--- src/rtl/segsw_pkg.sv ---
package segsw_pkg;

  localparam int NPORT  = 3;
  localparam int CODE_W = 4;
  localparam int SEL_W  = 2;

  typedef enum logic [SEL_W-1:0] {
    PORT_L = 2'd0,
    PORT_R = 2'd1,
    PORT_C = 2'd2
  } port_e;

  typedef enum logic [CODE_W-1:0] {
    CODE_L2R  = 4'b0001,
    CODE_R2L  = 4'b0010,
    CODE_C2L  = 4'b0011,
    CODE_C2R  = 4'b0100,
    CODE_C2B  = 4'b0101,
    CODE_L2C  = 4'b0110,
    CODE_R2C  = 4'b0111,
    CODE_IDLE = 4'b1100
  } code_e;

  typedef struct packed {
    logic [NPORT-1:0]            oe;
    logic [NPORT-1:0][SEL_W-1:0] src;
  } route_t;

  function automatic logic code_is_route(input logic [CODE_W-1:0] c);
    return (c == CODE_L2R) || (c == CODE_R2L) || (c == CODE_C2L) ||
           (c == CODE_C2R) || (c == CODE_C2B) || (c == CODE_L2C) ||
           (c == CODE_R2C);
  endfunction

endpackage

--- src/rtl/segsw_code_reg.sv ---
module segsw_code_reg
  import segsw_pkg::*;
(
  input  logic              clk,
  input  logic              rst_n,
  input  logic [CODE_W-1:0] code_in,
  output logic [CODE_W-1:0] code_q
);

  always_ff @(posedge clk or negedge rst_n) begin
    if (!rst_n) code_q <= CODE_IDLE;
    else        code_q <= code_in;
  end

endmodule

--- src/rtl/segsw_decoder.sv ---
module segsw_decoder
  import segsw_pkg::*;
(
  input  logic [CODE_W-1:0] code,
  output route_t            route
);

  always_comb begin
    route.oe  = '0;
    route.src = '0;
    case (code)
      CODE_L2R: begin route.oe[PORT_R] = 1'b1; route.src[PORT_R] = PORT_L; end
      CODE_R2L: begin route.oe[PORT_L] = 1'b1; route.src[PORT_L] = PORT_R; end
      CODE_C2L: begin route.oe[PORT_L] = 1'b1; route.src[PORT_L] = PORT_C; end
      CODE_C2R: begin route.oe[PORT_R] = 1'b1; route.src[PORT_R] = PORT_C; end
      CODE_C2B: begin
        route.oe[PORT_L]  = 1'b1; route.src[PORT_L] = PORT_C;
        route.oe[PORT_R]  = 1'b1; route.src[PORT_R] = PORT_C;
      end
      CODE_L2C: begin route.oe[PORT_C] = 1'b1; route.src[PORT_C] = PORT_L; end
      CODE_R2C: begin route.oe[PORT_C] = 1'b1; route.src[PORT_C] = PORT_R; end
      default:  begin route.oe = '0; route.src = '0; end
    endcase
  end

  // at most two outputs, and only under the multicast code
  always_comb begin
    p_fanout_r6: assert ($countones(route.oe) <= 2 &&
                         ($countones(route.oe) < 2 || code == CODE_C2B));
  end

endmodule

--- src/rtl/segsw_port_drv.sv ---
module segsw_port_drv
  import segsw_pkg::*;
#(
  parameter int DATA_W  = 8,
  parameter int PORT_ID = 0
) (
  input  logic                    oe,
  input  logic [SEL_W-1:0]        src,
  input  logic [NPORT*DATA_W-1:0] din_all,
  output logic [DATA_W-1:0]       dout
);

  logic [DATA_W-1:0] pick;

  always_comb begin
    pick = '0;
    for (int p = 0; p < NPORT; p++) begin
      if (src == SEL_W'(p)) pick = din_all[p*DATA_W +: DATA_W];
    end
    dout = oe ? pick : '0;
  end

  // a port never feeds its own output
  always_comb begin
    p_no_loop_r8: assert (!(oe && src == SEL_W'(PORT_ID)));
  end

endmodule

--- src/rtl/segbus_switch.sv ---
module segbus_switch
  import segsw_pkg::*;
#(
  parameter int DATA_W = 8
) (
  input  logic              clk,
  input  logic              rst_n,
  input  logic [3:0]        ctrl_code,
  input  logic [DATA_W-1:0] left_din,
  output logic [DATA_W-1:0] left_dout,
  output logic              left_oe,
  input  logic [DATA_W-1:0] right_din,
  output logic [DATA_W-1:0] right_dout,
  output logic              right_oe,
  input  logic [DATA_W-1:0] comp_din,
  output logic [DATA_W-1:0] comp_dout,
  output logic              comp_oe
);

  localparam int BUS_W = NPORT * DATA_W;

  logic [CODE_W-1:0]             code_q;
  route_t                        route;
  logic [BUS_W-1:0]              din_all;
  logic [NPORT-1:0][DATA_W-1:0]  dout_v;

  segsw_code_reg u_code (
    .clk     (clk),
    .rst_n   (rst_n),
    .code_in (ctrl_code),
    .code_q  (code_q)
  );

  segsw_decoder u_dec (
    .code  (code_q),
    .route (route)
  );

  assign din_all = {comp_din, right_din, left_din};

  for (genvar g = 0; g < NPORT; g++) begin : g_port
    segsw_port_drv #(.DATA_W(DATA_W), .PORT_ID(g)) u_drv (
      .oe      (route.oe[g]),
      .src     (route.src[g]),
      .din_all (din_all),
      .dout    (dout_v[g])
    );
  end

  assign left_dout  = dout_v[PORT_L];
  assign right_dout = dout_v[PORT_R];
  assign comp_dout  = dout_v[PORT_C];
  assign left_oe    = route.oe[PORT_L];
  assign right_oe   = route.oe[PORT_R];
  assign comp_oe    = route.oe[PORT_C];

  p_ltor_r3: assert property (@(posedge clk) disable iff (!rst_n)
    ($past(rst_n) && $past(ctrl_code) == CODE_L2R) |->
      ({comp_oe, right_oe, left_oe} == 3'b010 && right_dout == left_din));

  p_rtol_r4: assert property (@(posedge clk) disable iff (!rst_n)
    ($past(rst_n) && $past(ctrl_code) == CODE_R2L) |->
      ({comp_oe, right_oe, left_oe} == 3'b001 && left_dout == right_din));

  p_comp_out_r5: assert property (@(posedge clk) disable iff (!rst_n)
    ($past(rst_n) && $past(ctrl_code) == CODE_C2R) |->
      ({comp_oe, right_oe, left_oe} == 3'b010 && right_dout == comp_din));

  p_both_r6: assert property (@(posedge clk) disable iff (!rst_n)
    ($past(rst_n) && $past(ctrl_code) == CODE_C2B) |->
      ({comp_oe, right_oe, left_oe} == 3'b011 &&
       left_dout == comp_din && right_dout == comp_din));

  p_to_comp_r7: assert property (@(posedge clk) disable iff (!rst_n)
    ($past(rst_n) && $past(ctrl_code) == CODE_L2C) |->
      ({comp_oe, right_oe, left_oe} == 3'b100 && comp_dout == left_din));

  p_isolate_r8: assert property (@(posedge clk) disable iff (!rst_n)
    ($past(rst_n) && !code_is_route($past(ctrl_code))) |->
      {comp_oe, right_oe, left_oe} == 3'b000);

  p_quiet_zero_r9: assert property (@(posedge clk) disable iff (!rst_n)
    (!left_oe |-> left_dout == '0) and (!right_oe |-> right_dout == '0) and
    (!comp_oe |-> comp_dout == '0));

endmodule

--- config.mk ---
export PLATFORM = sky130hd
export DESIGN_NAME = segbus_switch
export DESIGN_NICKNAME = d
export VERILOG_FILES = /design/src/rtl/segsw_pkg.sv /design/src/rtl/segsw_code_reg.sv /design/src/rtl/segsw_decoder.sv /design/src/rtl/segsw_port_drv.sv /design/src/rtl/segbus_switch.sv
export SDC_FILE = /design/constraint.sdc
export NUM_CORES = 1
export LEC_CHECK = 0
export BUFFER_PORTS_ARGS = -buffer_cell sky130_fd_sc_hd__buf_2
export CAP_MARGIN = 40
export CORE_MARGIN = 10
export CORE_UTILIZATION = 39
export CTS_CLUSTER_DIAMETER = 200
export DETAILED_ROUTE_END_ITERATION = 8
export PLACE_DENSITY = 0.84
export SLEW_MARGIN = 40
export SYNTH_ARGS = -nofsm -noshare
export SYNTH_HDL_FRONTEND = slang
export SYNTH_SLANG_ARGS = --single-unit
--- constraint.sdc ---
create_clock -name clk -period 4.8 [get_ports clk]
set_clock_uncertainty 0.15 [all_clocks]
set_input_delay 1.44 -clock clk [delete_from_list [all_inputs] [get_ports clk]]
set_output_delay 1.44 -clock clk [all_outputs]
set_load 0.02 [all_outputs]
==> results.toml, run 1 <==
[setup_path]
crit_type = "input pin to primary output"
critPathLaunchType = "input pin"
cp-end-kind = "primary output"
crit_required_ns = 3.21
crit_fanout = 3
arrival_ns = 2.07

[synthesis]
syn_area_um2 = 622
synth-adder-area-share = 0
synth-xor-area-share = 0.0141
synth_cell_types = 16
synth_mux_area_frac = 0.209
synth-compound-area-share = 0.185
seq_area_frac_synth = 0.165
synth_warnings = 0
synth_fp_nets = 116
synth-seq-cells = 4
syn-mean-instance-area_um2 = 7.23
synth_cells = 86
synth_top_family_by_area = "simple AND/OR/NAND/NOR gates"
synth-simple-area-share = 0.314

[routing]
viasPerCell = 5.50
ant_nets = 0
drt-pass1-iter-count = 4
wl_mm = 2.39
drc = 0
drtIter0Drc = 22
route.vias.total = 853
wl_per_cell_um = 15.4

[layout]
top_regs = "u_code.code_q x4"
antennaDiodeCount = 0
largest_reg_flops = 4
fill_cells = 152
syn_to_final_growth_pct = 46.9
drive_gt1_frac = 0.453
nets = 170
largest_register = "u_code.code_q"

[power]
p_per_area_nw_per_um2 = 168
leakage_uw = 0.000529
finalPower_uw = 153
max-vdd-ir-drop_mv = 0.176

[placed_design]
place.gp.congestion = 0.758
hpwlAfterDp_mm = 1.95
port_buffers = 56

[sta]
setup_violations = 0
period_share = 0.762
setup_tns_ns = 0
rsz0062_at_grt = "no"
slew_headroom = 0.609
finalMaxSlewViolations = 0
worst_slew_pin_slew_ns = 0.587
hold_viol = 0
min_period_ns = 3.66
max_freq_mhz = 273

[global_route]
grt_usage = 0.121
antenna_found_initial = 0
grt_pass1_vias = 814
grt_start_max_net_pins = 28
grt_pass1_wl_mm = 3.55
grt-ovfl-total = 0

[floorplanning]
core_um2 = 1510
dieArea_um2 = 3590
die_h_um = 59.9
start_util = 0.413
rows = 14
io_pins = 57
die_w_um = 59.9

[clock_network]
tritoncts = "yes"
cts_resized = 0
cts_hold_buf = 0
post_cts_buffers = 0
cts.path.max_buffers = 2
cts.sinks = 4
htreeDepth = 1
root_buffer = "clkbuf_4"
path_clk_slew_ns = 0.04
cts_buffers = 3

[run]
maxCapViolCount = 0

[status]
outcome = "finished, final reports clean"

[min_path]
hold_class = "input pin to asynchronous set/reset pin"
==> final timing paths <==
path                         startpoint          endpoint  slack [ns]
worst min-delay path              rst_n  u_code.code_q[0]        0.84
worst max-delay path        comp_din[1]      left_dout[1]        1.14
min in group clk           ctrl_code[3]  u_code.code_q[3]        1.15
max in group asynchronous         rst_n  u_code.code_q[2]        3.46
==> stage by stage <==
| step | cell area, um2 | worst slack (ns) | hold slack [ns] | std cells | util |
|---|---|---|---|---|---|
| global route | 913 | 1.08 | 0.836 | 155 | 0.606 |
| finish | 913 | 1.14 | 0.843 | 155 | 0.606 |
| CTS | 913 | 1.14 | 0.840 | 155 | 0.606 |
| global placement | 886 | 1.19 | 1.09 | 151 | 0.588 |
| floorplan | 622 | 1.14 | 0.994 | 86 | - |
| detailed placement | 887 | 1.14 | 1.10 | 151 | 0.589 |
==> worst max-delay path, stage by stage <==
cell and delay (ns):
buf_2 0.10, inv_1 0.04, o32ai_1 0.26, buf_2 0.23
==> routing by layer <==
metal / up-vias / wire length [um] / global-route usage
met3: 8 / 315 / 0.0530
met5: - / 0 / 0
met4: 0 / 76 / 0.0737
met1: 387 / 915 / 0.124
li1: 411 / - / -
met2: 47 / 1080 / 0.196
==> cell families (layout without fill, tap and decap cells) <==
kind of cell / after synthesis / count (layout)
simple gates: 35 / 35
compound gates: 17 / 17
buf+inv: 16 / 69
mux: 13 / 13
flops: 4 / 4
xor+xnor: 1 / 1
==> report_power, final <==
group / switching, uW / internal [uW] / total (uW)
Sequential: 8.73 / 36.4 / 45.2
Combinational: 32.8 / 28.0 / 60.8
Clock: 15.7 / 31.3 / 47.0
==> layout by cell type, fill, tap and decap left out, types with 2 or more instances in the layout <==
| cell | instances |
|---|---|
| clkbuf_4 | 3 |
| a21oi_1 | 9 |
| inv_1 | 9 |
| nor2_1 | 10 |
| o32ai_1 | 8 |
| mux2i_1 | 13 |
| nand2_1 | 8 |
| dfstp_2 | 2 |
| nand3b_1 | 13 |
| or3b_1 | 2 |
| buf_2 | 56 |
==> synthesized netlist by cell type <==
cell | number | area, um2
or2_2 | 1 | 6.26
buf_2 | 2 | 10.0
xnor2_1 | 1 | 8.76
nand2b_1 | 1 | 6.26
nand2_1 | 8 | 30.0
mux2i_1 | 13 | 130
clkbuf_1 | 4 | 15.0
nand3b_1 | 13 | 97.6
buf_6 | 1 | 11.3
inv_1 | 9 | 33.8
o32ai_1 | 8 | 70.1
dfstp_2 | 2 | 52.6
or3b_1 | 2 | 17.5
nor2_1 | 10 | 37.5
a21oi_1 | 9 | 45.0
dfrtp_1 | 2 | 50.1
==> cell type report <==
type,count,area (um2),share of cell area
Multi-Input combinational cell,66,449,0.492
Sequential cell,4,104,0.114
Clock buffer,4,26.3,0.0288
Inverter,9,33.8,0.0370
Timing Repair Buffer,56,280,0.307
Tap cell,16,20.0,0.0219
Power figures use the tool's default switching activity.
==> run 2, diff against run 1 <==
- CORE_UTILIZATION: 39 -> 33
- PLACE_DENSITY: 0.84 -> 0.76
- clock period: 4.8 -> 3.03 ns (I/O delays scaled with it)
==> results.toml, run 2 (synthesized netlist as in run 1, its figures left out) <==
[power]
leakage_uw = 0.000539
max-vdd-ir-drop_mv = 0.184
finalPower_uw = 244
p_per_area_nw_per_um2 = 260

[global_route]
met3_usage = 0.0371
grt-ovfl-total = 0
grt_pass1_vias = 874
grt_pass1_wl_mm = 4.04
grt_start_max_net_pins = 24
use_met2 = 0.217
antenna_found_initial = 0
met1_usage = 0.120
grt_usage = 0.118
top_usage_layer = "met2"

[layout]
fin_cells = 166
antennaDiodeCount = 0
final_cell_mix = "56 x buf_2, 13 x nand3b_1, 13 x mux2i_1"
drive_gt1_frac = 0.454
nets = 172
largest_reg_flops = 4
mostFrequentLayoutCell = "buf_2"
largest_register = "u_code.code_q"
fill_cells = 191
top_regs = "u_code.code_q x4"
syn_to_final_growth_pct = 50.9
design_area_um2 = 938

[setup_path]
arrival_ns = 1.74
cp_num_buf_inv = 1
crit_type = "register to primary output"
crit_required_ns = 1.97
max_stage_delay_ns = 0.74
cp-end-kind = "primary output"
critPathTopFamily = "flip-flops"
crit_fanout = 23
cp_slowest_cell = "dfstp_2"
path_cells = "nand3b_1, o32ai_1, buf_2"
critPathLaunchType = "register"

[floorplanning]
die_w_um = 63.4
dieArea_um2 = 4020
rows = 15
core_um2 = 1760
start_util = 0.352
io_pins = 57
die_h_um = 63.4

[routing]
drtIter0Drc = 33
wl_mm = 2.49
ant_nets = 0
drc = 0
wl_per_cell_um = 15.0
viasPerCell = 4.99
route.vias.total = 828
drt-pass1-iter-count = 4

[sta]
rsz0062_at_grt = "no"
hold_viol = 0
setup_violations = 0
period_share = 0.925
worst_slew_pin_slew_ns = 0.377
slew_headroom = 0.748
finalMaxSlewViolations = 0
min_period_ns = 2.80
setup_tns_ns = 0
max_freq_mhz = 357
hold_slack_ns = 0.311

[min_path]
hold_class = "input pin to asynchronous set/reset pin"

[clock_network]
cts.path.max_buffers = 2
cts_buffers = 3
cts_hold_buf = 0
tritoncts = "yes"
htreeDepth = 1
path_clk_slew_ns = 0.04
cts.sinks = 4
cts_resized = 0
post_cts_buffers = 0
root_buffer = "clkbuf_4"

[run]
maxCapViolCount = 0

[placed_design]
port_buffers = 56
place_inst = 162
place_area_um2 = 912
place.gp.congestion = 0.725
hpwlAfterDp_mm = 2.03

[status]
outcome = "finished, final reports clean"
[run 2: changes by cell type in the layout (fill, tap and decap cells not counted), sizes merged]
cell,change
buf,+2
[run 2: path summary, 6_finish.rpt]
path	from	cells past startpoint	end	slack (ns)
max in group asynchronous	rst_n	1	u_code.code_q[2]	2.21
min	rst_n	1	u_code.code_q[0]	0.31
min in group clk	ctrl_code[1]	1	u_code.code_q[1]	0.62
max	u_code.code_q[2]	3	left_dout[1]	0.23
[run 2: per-layer routing]
| layer | routed length, um | share of wire | vias up |
|---|---|---|---|
| met5 | 0 | 0 | - |
| met1 | 878 | 0.35 | 382 |
| li1 | - | - | 417 |
| met4 | 6 | 0.0024 | 0 |
| met3 | 196 | 0.079 | 2 |
| met2 | 1410 | 0.57 | 27 |
[run 2: where the power goes]
part | internal, uW | leakage (uW) | switching (uW)
Combinational | 46.0 | 0.000480 | 58.5
Sequential | 57.7 | 0.0000443 | 8.21
Clock | 49.6 | 0.0000150 | 24.0
[run 2: per-stage QoR]
stage,utilization,setup WS [ns]
floorplan,-,0.434
global placement,0.517,0.488
detailed placement,0.517,0.441
CTS,0.532,0.202
global route,0.532,0.0558
finish,0.532,0.228
[run 2: area by class of cell]
cell class | instances | area [um2] | area share
Sequential cell | 4 | 103 | 0.109
Multi-Input combinational cell | 66 | 449 | 0.479
Tap cell | 25 | 31.3 | 0.0333
Inverter | 9 | 33.8 | 0.0360
Timing Repair Buffer | 58 | 295 | 0.315
Clock buffer | 4 | 26.3 | 0.0280
==> run 3, diff against run 2 <==
- RECOVER_POWER: default -> 50
==> results.toml, run 3 (synthesized netlist as in run 1, its figures left out) <==
[status]
outcome = "finished, final reports clean"

[setup_path]
crit_required_ns = 1.97
path_cells = "or2_0, nor2_1, clkbuf_2"
critPathTopFamily = "flip-flops"
cp-end-kind = "primary output"
cp_slowest_cell = "dfstp_1"
critPathLaunchType = "register"
crit_type = "register to primary output"
max_stage_delay_ns = 0.78
cp_num_buf_inv = 1
arrival_ns = 1.81
crit_fanout = 15

[routing]
wl_mm = 2.49
drc = 0
route.vias.total = 822
ant_nets = 0
drt-pass1-iter-count = 4
wl_per_cell_um = 15.0
viasPerCell = 4.95
drtIter0Drc = 24

[clock_network]
cts_buffers = 3
htreeDepth = 1
path_clk_slew_ns = 0.04
tritoncts = "yes"
root_buffer = "clkbuf_4"
cts_resized = 0
cts.sinks = 4
cts_hold_buf = 0
cts.path.max_buffers = 2
post_cts_buffers = 0

[global_route]
grt_usage = 0.118
grt-ovfl-total = 0
grt_pass1_vias = 874
grt_pass1_wl_mm = 4.04
antenna_found_initial = 0
grt_start_max_net_pins = 24

[layout]
final_cell_mix = "48 x buf_2, 13 x nand3b_1, 13 x mux2i_1"
design_area_um2 = 937
fin_cells = 166
largest_reg_flops = 4
largest_register = "u_code.code_q"
syn_to_final_growth_pct = 50.7
top_regs = "u_code.code_q x4"
antennaDiodeCount = 0
nets = 172
mostFrequentLayoutCell = "buf_2"
drive_gt1_frac = 0.433

[floorplanning]
core_um2 = 1760
die_w_um = 63.4
die_h_um = 63.4
rows = 15
start_util = 0.352
io_pins = 57
dieArea_um2 = 4020

[sta]
period_share = 0.947
hold_viol = 0
setup_violations = 0
worst_slew_pin_slew_ns = 0.552
rsz0062_at_grt = "no"
setup_tns_ns = 0
max_freq_mhz = 349
slew_headroom = 0.632
min_period_ns = 2.87
finalMaxSlewViolations = 0

[run]
maxCapViolCount = 0

[power]
max-vdd-ir-drop_mv = 0.182
leakage_uw = 0.000530
p_per_area_nw_per_um2 = 259

[placed_design]
hpwlAfterDp_mm = 2.03
port_buffers = 56
place.gp.congestion = 0.725
place_inst = 162
place_area_um2 = 912

[min_path]
hold_class = "input pin to asynchronous set/reset pin"
-- run 3: cell types whose count changed in the layout (fill, tap and decap cells not counted) --
cell,previous run,this run
clkbuf_2,0,7
dfstp_2,2,1
clkbuf_1,1,2
or2_0,0,1
dfstp_1,0,1
or2_2,1,0
buf_2,56,48
-- run 3: metal layers --
layer | vias up | part of all wire | GRT usage
met5 | - | 0 | 0
met4 | 0 | 0.0024 | 0.0410
met3 | 2 | 0.083 | 0.0371
met2 | 29 | 0.56 | 0.217
met1 | 374 | 0.35 | 0.120
li1 | 417 | - | -
-- run 3: worst paths after layout --
check                                  from          endpoint  cells past startpoint
setup / recovery           u_code.code_q[3]          right_oe                      3
hold / removal                        rst_n  u_code.code_q[0]                      1
max in group asynchronous             rst_n  u_code.code_q[2]                      1
min in group clk               ctrl_code[1]  u_code.code_q[1]                      1
-- run 3: area by class of cell --
type / instances / area [um2]
clock buffers: 4 / 26.3
inverters: 9 / 33.8
multi-input cells: 66 / 449
repair buffers: 58 / 294
fillers: 192 / 827
flip-flops and latches: 4 / 103
well taps: 25 / 31.3
-- run 3: metrics by stage --
step            util  setup WS, ns  hold WS [ns]  power [uW]
4_1_cts        0.532         0.202         0.302         249
5_1_grt        0.531        0.0417         0.338         262
3_3_place_gp   0.517         0.488         0.561         168
2_1_floorplan      -         0.434         0.463         127
6_report       0.531         0.161         0.332         243
3_5_place_dp   0.517         0.441         0.564         172
-- run 3: power breakdown --
group	switching (uW)	internal (uW)	leakage, uW
registers	8.16	57.4	0.0000438
logic	58.6	45.5	0.000471
clock network	23.7	49.5	0.0000150
total	90.5	152	0.000530
